File: config.mk
export PLATFORM = sky130hd
export DESIGN_NAME = tcm_ctrl
export DESIGN_NICKNAME = d
export VERILOG_FILES = /design/src/rtl/tcm_pkg.sv /design/src/rtl/tcm_regif.sv /design/src/rtl/tcm_line_array.sv /design/src/rtl/tcm_seq.sv /design/src/rtl/tcm_ctrl.sv
export SDC_FILE = /design/constraint.sdc
export NUM_CORES = 1
export LEC_CHECK = 0
export BUFFER_PORTS_ARGS = -buffer_cell sky130_fd_sc_hd__buf_2
export CAP_MARGIN = 5
export CORE_MARGIN = 1
export CORE_UTILIZATION = 50
export CTS_CLUSTER_SIZE = 25
export DETAILED_ROUTE_END_ITERATION = 10
export GPL_TIMING_DRIVEN = 0
export PLACE_DENSITY = 0.8
export SYNTH_ARGS = -nofsm -noshare
export SYNTH_HDL_FRONTEND = slang
export SYNTH_SLANG_ARGS = --single-unit
export TNS_END_PERCENT = 30
File: constraint.sdc
create_clock -name clk -period 3 [get_ports clk]
set_clock_uncertainty 0.05 [all_clocks]
set_input_delay 0.3 -clock clk [delete_from_list [all_inputs] [get_ports clk]]
set_output_delay 0.3 -clock clk [all_outputs]
set_load 0.005 [all_outputs]
File: src/rtl/tcm_pkg.sv
package tcm_pkg;
   typedef enum logic [1:0] {
      MODE_INVAL   = 2'd0,
      MODE_DISCARD = 2'd1,
      MODE_CLEAN   = 2'd2,
      MODE_RSVD    = 2'd3
   } tcm_mode_e;

   typedef enum logic [1:0] {
      ST_IDLE = 2'd0,
      ST_WCF  = 2'd1,
      ST_WALK = 2'd2,
      ST_WB   = 2'd3
   } tcm_state_e;

   // control register bit positions (software-visible encoding)
   localparam int CTL_START_BIT = 0;
   localparam int CTL_MODE_LSB  = 1;
   localparam int CTL_WCF_BIT   = 8;

   typedef struct packed {
      logic      start;
      tcm_mode_e mode;
      logic      wcf;
   } tcm_cmd_t;
endpackage

File: src/rtl/tcm_regif.sv
module tcm_regif
   import tcm_pkg::*;
#(
   parameter int ADDR_W      = 12,
   parameter int DATA_W      = 32,
   parameter int CTRL_OFFSET = 'h30
) (
   input  logic              clk,
   input  logic              rst_n,
   input  logic              reg_wr_en,
   input  logic [ADDR_W-1:0] reg_addr,
   input  logic [DATA_W-1:0] reg_wdata,
   input  logic              busy,
   input  logic              wcf_active,
   output logic              cmd_valid,
   output tcm_cmd_t          cmd,
   output logic [DATA_W-1:0] reg_rdata
);
   localparam logic [ADDR_W-1:0] CTRL_ADDR = ADDR_W'(CTRL_OFFSET);

   logic      addr_hit;
   logic      accept;
   tcm_mode_e mode_q;
   logic      unused_wdata_bits;

   assign addr_hit = (reg_addr == CTRL_ADDR);
   assign accept   = reg_wr_en && addr_hit && !busy;

   always_comb begin
      cmd.mode  = tcm_mode_e'(reg_wdata[CTL_MODE_LSB +: 2]);
      cmd.start = reg_wdata[CTL_START_BIT] && (cmd.mode != MODE_RSVD);
      cmd.wcf   = reg_wdata[CTL_WCF_BIT];
   end

   assign cmd_valid = accept && (cmd.start || cmd.wcf);

   always_ff @(posedge clk) begin
      if (!rst_n)
         mode_q <= MODE_INVAL;
      else if (accept && cmd.start)
         mode_q <= cmd.mode;
   end

   always_comb begin
      reg_rdata = '0;
      if (addr_hit) begin
         reg_rdata[CTL_START_BIT]       = busy;
         reg_rdata[CTL_MODE_LSB +: 2]   = mode_q;
         reg_rdata[CTL_WCF_BIT]         = wcf_active;
      end
   end

   assign unused_wdata_bits = ^{reg_wdata[DATA_W-1:CTL_WCF_BIT+1],
                                reg_wdata[CTL_WCF_BIT-1:CTL_MODE_LSB+2]};


   busy_write_ignored_chk: assert property (@(posedge clk) disable iff (!rst_n)
      (busy && reg_wr_en) |=> $stable(mode_q));
endmodule

File: src/rtl/tcm_line_array.sv
module tcm_line_array #(
   parameter int LINES = 16,
   localparam int IDX_W = $clog2(LINES)
) (
   input  logic             clk,
   input  logic             rst_n,
   input  logic             lk_upd,
   input  logic [IDX_W-1:0] lk_idx,
   input  logic             lk_write,
   input  logic             mt_upd,
   input  logic [IDX_W-1:0] mt_idx,
   input  logic             mt_keep_valid,
   output logic [LINES-1:0] valid_vec,
   output logic [LINES-1:0] dirty_vec
);
   for (genvar i = 0; i < LINES; i++) begin : g_line
      logic mt_sel;
      logic lk_sel;
      assign mt_sel = mt_upd && (mt_idx == IDX_W'(i));
      assign lk_sel = lk_upd && (lk_idx == IDX_W'(i));

      always_ff @(posedge clk) begin
         if (!rst_n) begin
            valid_vec[i] <= 1'b0;
            dirty_vec[i] <= 1'b0;
         end else if (mt_sel) begin
            valid_vec[i] <= mt_keep_valid ? valid_vec[i] : 1'b0;
            dirty_vec[i] <= 1'b0;
         end else if (lk_sel) begin
            valid_vec[i] <= 1'b1;
            dirty_vec[i] <= dirty_vec[i] | lk_write;
         end
      end
   end


   no_lookup_in_walk_chk: assert property (@(posedge clk) disable iff (!rst_n)
      lk_upd |-> !mt_upd);


   drop_line_chk: assert property (@(posedge clk) disable iff (!rst_n)
      (mt_upd && !mt_keep_valid) |=> !valid_vec[$past(mt_idx)] && !dirty_vec[$past(mt_idx)]);
endmodule

File: src/rtl/tcm_seq.sv
module tcm_seq
   import tcm_pkg::*;
#(
   parameter int LINES       = 16,
   parameter bit WB_ON_INVAL = 1'b1,
   localparam int IDX_W = $clog2(LINES)
) (
   input  logic             clk,
   input  logic             rst_n,
   input  logic             cmd_valid,
   input  tcm_cmd_t         cmd,
   input  logic             wcf_done,
   input  logic             wb_ack,
   input  logic             line_valid,
   input  logic             line_dirty,
   output logic             busy,
   output logic             wcf_active,
   output logic             wb_req,
   output logic [IDX_W-1:0] line_idx,
   output logic             mt_upd,
   output logic             mt_keep_valid
);
   localparam logic [IDX_W-1:0] LAST_IDX = IDX_W'(LINES - 1);

   tcm_state_e st;
   tcm_mode_e  op_mode;
   logic       pend_start;
   logic [IDX_W-1:0] idx;
   logic       mode_wb;
   logic       need_wb;
   logic       advance;

   if (WB_ON_INVAL) begin : g_inval_wb
      assign mode_wb = (op_mode != MODE_DISCARD);
   end else begin : g_inval_drop
      assign mode_wb = (op_mode == MODE_CLEAN);
   end

   assign need_wb = mode_wb && line_valid && line_dirty;
   assign advance = ((st == ST_WALK) && !need_wb) || ((st == ST_WB) && wb_ack);

   always_ff @(posedge clk) begin
      if (!rst_n) begin
         st         <= ST_IDLE;
         op_mode    <= MODE_INVAL;
         pend_start <= 1'b0;
         idx        <= '0;
      end else begin
         case (st)
            ST_IDLE: begin
               if (cmd_valid) begin
                  op_mode    <= cmd.mode;
                  pend_start <= cmd.start;
                  idx        <= '0;
                  st         <= cmd.wcf ? ST_WCF : ST_WALK;
               end
            end
            ST_WCF: begin
               if (wcf_done)
                  st <= pend_start ? ST_WALK : ST_IDLE;
            end
            ST_WALK, ST_WB: begin
               if (st == ST_WALK && need_wb) begin
                  st <= ST_WB;
               end else if (advance) begin
                  if (idx == LAST_IDX) begin
                     st <= ST_IDLE;
                  end else begin
                     idx <= idx + 1'b1;
                     st  <= ST_WALK;
                  end
               end
            end
            default: st <= ST_IDLE;
         endcase
      end
   end

   assign busy          = (st != ST_IDLE);
   assign wcf_active    = (st == ST_WCF);
   assign wb_req        = (st == ST_WB);
   assign line_idx      = idx;
   assign mt_upd        = advance;
   assign mt_keep_valid = (op_mode == MODE_CLEAN);


   wb_hold_chk: assert property (@(posedge clk) disable iff (!rst_n)
      (wb_req && !wb_ack) |=> wb_req && (line_idx == $past(line_idx)));


   walk_step_chk: assert property (@(posedge clk) disable iff (!rst_n)
      ((st == ST_WALK) && !need_wb && (idx != LAST_IDX)) |=>
         (line_idx == IDX_W'($past(line_idx) + 1'b1)));
endmodule

File: src/rtl/tcm_ctrl.sv
module tcm_ctrl
   import tcm_pkg::*;
#(
   parameter int ADDR_W      = 12,
   parameter int DATA_W      = 32,
   parameter int CTRL_OFFSET = 'h30,
   parameter int LINES       = 16,
   parameter bit WB_ON_INVAL = 1'b1,
   localparam int IDX_W = $clog2(LINES)
) (
   input  logic              clk,
   input  logic              rst_n,
   input  logic              reg_wr_en,
   input  logic [ADDR_W-1:0] reg_addr,
   input  logic [DATA_W-1:0] reg_wdata,
   output logic [DATA_W-1:0] reg_rdata,
   output logic              wc_flush_req,
   input  logic              wc_flush_done,
   output logic              wb_req,
   output logic [IDX_W-1:0]  wb_line,
   input  logic              wb_ack,
   input  logic              lk_valid,
   input  logic [IDX_W-1:0]  lk_idx,
   input  logic              lk_write,
   output logic              lk_stall,
   output logic              lk_done,
   output logic              lk_hit
);
   if (LINES < 2) begin : g_bad_lines
      $error("tcm_ctrl: LINES must be at least 2");
   end
   if (DATA_W < CTL_WCF_BIT + 1) begin : g_bad_width
      $error("tcm_ctrl: DATA_W too narrow for control fields");
   end
   if (CTRL_OFFSET >= (1 << ADDR_W)) begin : g_bad_offset
      $error("tcm_ctrl: CTRL_OFFSET outside address range");
   end

   logic             busy;
   logic             cmd_valid;
   tcm_cmd_t         cmd;
   logic [IDX_W-1:0] line_idx;
   logic             mt_upd;
   logic             mt_keep_valid;
   logic [LINES-1:0] valid_vec;
   logic [LINES-1:0] dirty_vec;

   tcm_regif #(
      .ADDR_W(ADDR_W), .DATA_W(DATA_W), .CTRL_OFFSET(CTRL_OFFSET)
   ) regif_i (
      .clk(clk), .rst_n(rst_n),
      .reg_wr_en(reg_wr_en), .reg_addr(reg_addr), .reg_wdata(reg_wdata),
      .busy(busy), .wcf_active(wc_flush_req),
      .cmd_valid(cmd_valid), .cmd(cmd), .reg_rdata(reg_rdata)
   );

   tcm_seq #(
      .LINES(LINES), .WB_ON_INVAL(WB_ON_INVAL)
   ) seq_i (
      .clk(clk), .rst_n(rst_n),
      .cmd_valid(cmd_valid), .cmd(cmd),
      .wcf_done(wc_flush_done), .wb_ack(wb_ack),
      .line_valid(valid_vec[line_idx]), .line_dirty(dirty_vec[line_idx]),
      .busy(busy), .wcf_active(wc_flush_req), .wb_req(wb_req),
      .line_idx(line_idx), .mt_upd(mt_upd), .mt_keep_valid(mt_keep_valid)
   );

   assign wb_line  = line_idx;
   assign lk_stall = lk_valid && busy;
   assign lk_done  = lk_valid && !busy;
   assign lk_hit   = lk_done && valid_vec[lk_idx];

   tcm_line_array #(
      .LINES(LINES)
   ) array_i (
      .clk(clk), .rst_n(rst_n),
      .lk_upd(lk_done), .lk_idx(lk_idx), .lk_write(lk_write),
      .mt_upd(mt_upd), .mt_idx(line_idx), .mt_keep_valid(mt_keep_valid),
      .valid_vec(valid_vec), .dirty_vec(dirty_vec)
   );


   wcf_before_walk_chk: assert property (@(posedge clk) disable iff (!rst_n)
      wc_flush_req |-> !wb_req && busy);


   wb_only_dirty_chk: assert property (@(posedge clk) disable iff (!rst_n)
      wb_req |-> valid_vec[wb_line] && dirty_vec[wb_line]);
endmodule

# [Word level (Yosys, flattened, before mapping)]
# Cells that the tools add are included.
[word_totals] ff_bits=43 elab_cells=276
[op_classes] n_reduce_logical=106 n_addsub=1 bitwise=17 magnitude_cmp=2 muxes=54 n_eq_ne=59
[op_table] cell="equality test 4 bit (second input constant)" n=16
[op_table] cell="logical AND 1 bit" n=45
[op_table] cell="inequality test 2 bit (second input constant)" n=21
[op_table] cell="2-to-1 mux 1 bit" n=37
[op_table] cell="nonzero test 2 bit" n=18
[op_table] cell="AND reduction 2 bit" n=17
[op_table] cell="OR reduction 2 bit" n=17
[op_table] cell="equality test 4 x 3 -> 1 bit (second input constant)" n=8
[op_table] cell="equality test 4 x 2 -> 1 bit (second input constant)" n=4
[op_table] cell="2-to-1 mux 4 bit" n=4
[op_table] cell="bitwise OR 1 bit" n=16
[op_table] cell="2-to-1 mux 2 bit" n=7
[op_table] cell="binary-select mux 1 bit (select 4 bit)" n=3
[op_table] cell="equality test 12 x 6 -> 1 bit (second input constant)" n=1
[op_table] cell="less-than comparator 4 x 5 -> 1 bit (second input constant)" n=2
[op_table] cell="equality test 4 x 1 -> 1 bit (second input constant)" n=2
[op_table] cell="logical NOT 4 bit" n=2
[op_table] cell="case mux 4 bit (2 select lines)" n=1
[op_table] cell="equality test 2 bit (second input constant)" n=3
[op_table] cell="case mux 2 bit (3 select lines)" n=1
[op_table] cell="AND reduction 5 bit" n=1
[op_table] cell="adder 4 x 1 -> 4 bit (second input constant)" n=1
[op_table] cell="inequality test 2 x 1 -> 1 bit (second input constant)" n=2
[op_table] cell="2-to-1 mux 3 bit" n=1
[op_table] cell="7 further kinds" n=9

# [Depth between registers and ports, before layout]
[logic_depth] depth_word=10 ltp_mapped=9 ltp_nobuf=6

# [Cells and area by module]
# From an unflattened synthesis, not the netlist that was laid out.
[hier_totals] cells_unflattened=308 hier_area_um2=2772.7
[modules_own_cells] mod="tcm_line_array" n_inst=1 cells_each=161 seq_area_each_um2=640.6 area_per_inst_um2=1440.1
[modules_own_cells] mod="tcm_seq" n_inst=1 cells_each=57 seq_area_each_um2=180.2 area_per_inst_um2=464.2
[modules_own_cells] mod="tcm_regif" n_inst=1 cells_each=55 seq_area_each_um2=40.0 area_per_inst_um2=455.4
[modules_own_cells] mod="tcm_ctrl" n_inst=1 cells_each=35 seq_area_each_um2=0.0 area_per_inst_um2=412.9

# [Worst setup path before layout]
# Ideal clock, no wire load.
[synth_path] path_kind="register to register" from="reg seq_i.idx[1] (netlist: seq_i.line_idx[1])" to="reg array_i.dirty_vec[1]" setup_ns=0.074 path_stages_with_launch=9 n_path_buf=2 t_arrival_ns=2.141 required_time_ns=2.876 slack_ns=0.735 path_cell_list="dfxtp_1 > buf_6 > inv_1 > mux4_2 > a2111oi_2 > nand2_2 > a21o_1 > buf_6 > a31oi_1"
[synth_between] elab_chain_len=9
[synth_lines] item="start: declaration" line_no="tcm_seq.sv:28" text="logic [IDX_W-1:0] idx;"
[synth_lines] item="start signal: assignment" line_no="tcm_seq.sv:69" text="idx <= idx + 1'b1;"
[synth_lines] item="binary-select mux 1 bit (select 4 bit)" line_no="tcm_ctrl.sv:63" text=".line_valid(valid_vec[line_idx]), .line_dirty(dirty_vec[line_idx]),"
[synth_lines] item="2-to-1 mux 1 bit (implied by the code)" line_no="tcm_ctrl.sv:63"
[synth_lines] item="logical AND 1 bit (2 in series)" line_no="tcm_seq.sv:39" text="assign need_wb = mode_wb && line_valid && line_dirty;"
[synth_lines] item="logical NOT 1 bit" line_no="tcm_seq.sv:40" text="assign advance = ((st == ST_WALK) && !need_wb) || ((st == ST_WB) && wb_ack);"
[synth_lines] item="logical AND 1 bit" line_no="tcm_seq.sv:40"
[synth_lines] item="logical OR 1 bit" line_no="tcm_seq.sv:40"
[synth_lines] item="logical AND 1 bit *" line_no="tcm_line_array.sv:19" text="assign mt_sel = mt_upd && (mt_idx == IDX_W'(i));"
[synth_lines] item="OR reduction 2 bit (no line) *"
[synth_lines] item="end signal: indexed assignment" line_no="tcm_line_array.sv:31" text="dirty_vec[i] <= dirty_vec[i] | lk_write;"
[synth_lines] item="end: declaration" line_no="tcm_line_array.sv:14" text="output logic [LINES-1:0] dirty_vec"
# Every way passes the cells marked *; elsewhere a longest branch is shown, timed or not. The select of a mux whose other input is x is not followed.
# A chain may end at the register's enable or synchronous reset.

# [Final worst setup path]
[layout_path] from="reg seq_i.idx[0] (netlist: seq_i.line_idx[0])" to="reg seq_i.idx[3] (netlist: seq_i.line_idx[3])"
[layout_between] elab_chain_len=9
[layout_lines] item="binary-select mux 1 bit (select 4 bit)" line_no="tcm_ctrl.sv:63"
[layout_lines] item="2-to-1 mux 1 bit (implied by the code)" line_no="tcm_ctrl.sv:63"
[layout_lines] item="logical AND 1 bit (2 in series)" line_no="tcm_seq.sv:39"
[layout_lines] item="logical NOT 1 bit" line_no="tcm_seq.sv:40"
[layout_lines] item="logical AND 1 bit" line_no="tcm_seq.sv:40"
[layout_lines] item="logical OR 1 bit" line_no="tcm_seq.sv:40"
[layout_lines] item="inequality test 2 x 1 -> 1 bit (no line)"
[layout_lines] item="AND reduction 5 bit (no line)"
# Several ways; a longest one is shown, not always the timed one. The select of a mux whose other input is x is not followed.

==> results.py <==
metrics = {
    "min_path": {
        "hold_class": "primary input to flip-flop",
        "hold_path.startpoint": "reg_wdata[2]",
        "hold_end": "seq_i.op_mode[1]",
        "min_path_cells": 3,
    },
    "power_and_ir_drop": {
        "p_leak_nw": 1.37,
        "power_density_nw_per_um2": 360,
        "ir_drop_v": 0.000169,
    },
    "worst_setup_path": {
        "end_kind": "flip-flop",
        "worstPathRequired_ns": 3.15,
        "cp.arrival_ns": 2.80,
        "startpoint_type": "flip-flop",
        "r2r_cells": 8,
        "r2r_setup_slack_ns": 0.35,
        "cp_top_family": "compound AO/OA/AOI/OAI gates",
        "cp_slowest_cell": "mux4_2",
        "path_max_fanout": 10,
        "crit_chain": "buf_6 > buf_2 > mux4_2 > a22oi_1 > nand2_1 > nand2_2 > a21oi_1 > o41ai_1",
        "slowest_delay_ns": 0.58,
        "crit_buf_inv": 2,
        "r2r_end": "seq_i.line_idx[3]",
        "path_class": "flip-flop to flip-flop",
        "r2r_start": "seq_i.line_idx[0]",
    },
    "route": {
        "wl_per_cell_um": 15.4,
        "dr.pass1.iters": 5,
        "drc_errors": 0,
        "wirelength_um": 7270,
        "num_vias": 2711,
        "drtAntennaViolNets": 0,
        "vias_per_cell": 5.76,
        "drt_iter0_markers": 332,
    },
    "floorplanning": {
        "die_h_um": 76.0,
        "dieArea_um2": 5770,
        "initial_core_util_pct": 52.6,
        "ioPinCount": 96,
        "num_rows": 26,
        "die_x_um": 76.0,
        "core_area_um2": 5200,
    },
    "yosys": {
        "syn_inst": 329,
        "synth_seq_cells": 43,
        "syn_area_per_cell_um2": 8.32,
        "ys_warn_count": 0,
        "syn_area_um2": 2740,
        "synth-seq-area-share_pct": 31.5,
        "synth_edf_count": 0,
        "ys.flop_type": "dfxtp_1",
        "synth.distinct_cells": 44,
        "ys_async_sr_fraction_pct": 0,
    },
    "flow_run": {
        "cap_violations": 0,
    },
    "clock_network": {
        "clockBufferDepth": 2,
        "cts_sinks": 43,
        "clk_pin_slew_worst_paths_ns": 0.09,
        "postCtsHoldBufs": 0,
        "cts_resized": 0,
        "cts_tree": "yes",
        "cts_buffers": 5,
        "cts_setup_buffers": 0,
        "root_buffer": "clkbuf_8",
        "htree_num_levels": 2,
        "clk_latency_ns": 0.31,
    },
    "global_route": {
        "grt_pass1_vias": 2391,
        "antenna_found_initial": 0,
        "grt_remaining_overflow": 0,
        "grt_max_degree": 15,
        "grt_use_total_pct": 25.5,
        "grt_pass1_wl_um": 11800,
    },
    "sta": {
        "grt_setup_unrepaired": "no",
        "min_period_ns": 2.65,
        "fmax_mhz": 377,
        "finalHoldViolations": 0,
        "setup_tns_ns": 0,
        "drv_slew": 0,
        "fin_crit_sh_pct": 88.4,
        "slew_headroom_pct": 62.1,
        "worst_pin_slew_ns": 0.554,
        "setup_violations": 0,
    },
    "final_layout": {
        "drive_gt1_share_pct": 23.2,
        "nNetsFinal": 459,
        "final_cells": 471,
        "area_growth_pct": 17.8,
        "diodes": 0,
    },
    "placement": {
        "hpwl_um": 5360,
        "gp_routability_congestion": 0.871,
        "port_buffers": 37,
        "place_inst": 463,
    },
    "run_status": {
        "status": "complete, no violations",
    },
}
worst min-delay path, stage by stage:
cell and delay [ns]:
buf_2 0.10, mux2i_1 0.06, nor2b_1 0.09
stage by stage:
step	util, %	instance area, µm²	power, mW	worst slack, ns	hold slack, ns
finish	61.9	3220	1.16	0.349	0.231
global route	61.9	3220	1.19	0.214	0.251
CTS	61.9	3220	1.16	0.384	0.231
detailed placement	59.8	3110	0.711	0.427	0.452
global placement	59.8	3110	0.708	0.524	0.433
floorplan	-	2840	0.673	0.735	0.416
area by class of cell:
| class | instances | area (µm²) |
|---|---|---|
| fill | 476 | 1980 |
| multi-input combinational | 255 | 1620 |
| sequential | 43 | 861 |
| buffer | 51 | 335 |
| timing repair buffer | 37 | 185 |
| tap | 70 | 87.6 |
| clock buffer | 5 | 68.8 |
| clock inverter | 3 | 43.8 |
| inverter | 7 | 26.3 |
logic make-up (layout without fill, tap and decap cells):
family | after synthesis | in the layout | share of synthesized area [%]
adders and majority gates | 4 | 4 | 1.83
and+or+nand+nor | 118 | 118 | 22.0
AOI/OAI and AO/OA | 85 | 85 | 19.0
other | 1 | 28 | 0.137
buffers and inverters | 58 | 103 | 13.2
muxes | 20 | 20 | 12.4
DFF | 43 | 43 | 31.5
placed cells by master, fill, tap and decap left out, drive strengths merged, types with 2 or more instances in the layout:
cell     netlist  layout
o21a           4       4
nand2b         3       3
ha             4       4
a21o           3       3
mux4          11      11
and3           6       6
a2111oi        2       2
nor2          39      39
nand3b         2       2
a31oi         28      28
nor4b          2       2
nor3          10      10
mux2i          8       8
nor3b          2       2
a21oi          6       6
o21ai         33      33
inv            7       7
nor2b         16      16
clkinv         0       2
dfxtp         43      43
nand4b         4       4
conb           1      28
and2           4       4
buf           38      75
a22oi          2       2
clkbuf        13      18
nand2         17      17
nand3          9       9
cell usage after synthesis (3+ instances only):
cell	count	area (µm²)
nor2b_1	16	100
nor3_1	10	50.1
buf_1	4	15.0
nand3_1	9	45.0
ha_1	4	50.1
buf_6	5	56.3
nor2_1	39	146
o21ai_0	33	165
inv_1	7	26.3
and2_1	4	25.0
and3_1	6	37.5
a21oi_1	6	30.0
nand2_1	16	60.1
nand2b_1	3	18.8
buf_4	28	210
a21o_1	3	22.5
dfxtp_1	43	861
nand4b_1	4	35.0
o21a_1	4	30.0
a31oi_1	28	175
mux2i_1	8	80.1
mux4_2	11	248
clkbuf_1	13	48.8
report_power, final:
part,switching (mW),internal (mW),leakage (nW)
registers,0.00491,0.578,0.347
logic,0.0607,0.0573,0.960
clock network,0.213,0.248,0.0581
total,0.279,0.883,1.37
state kept, by name, summed over array words and instances (netlist names):
| name | count |
|---|---|
| array_i.dirty_vec | 16 |
| seq_i.st | 2 |
| seq_i.pend_start | 1 |
| array_i.valid_vec | 16 |
| seq_i.op_mode | 2 |
| regif_i.mode_q | 2 |
| seq_i.line_idx | 4 |
worst max-delay path by stage:
stage	startpoint	to	slack, ns	cells after the start
4_1_cts	seq_i.line_idx[0]	seq_i.line_idx[3]	0.38	8
2_1_floorplan	seq_i.line_idx[1]	array_i.dirty_vec[1]	0.73	8
5_1_grt	seq_i.line_idx[0]	seq_i.line_idx[3]	0.21	8
3_3_place_gp	seq_i.line_idx[0]	seq_i.line_idx[3]	0.52	8
6_report	seq_i.line_idx[0]	seq_i.line_idx[3]	0.35	8
3_5_place_dp	seq_i.line_idx[0]	seq_i.line_idx[3]	0.43	8
layer usage:
metal  wire length, µm  global-route usage, %  vias up  part of all wire, %
li1                  -                      -     1274                    -
met1              3120                   33.2     1255                   43
met2              3400                   43.3      171                   47
met3               616                   3.59       11                  8.5
met4               129                   8.65        0                  1.8
met5                 0                      0        -                    0
No activity file was read; power rests on OpenSTA's default activity.
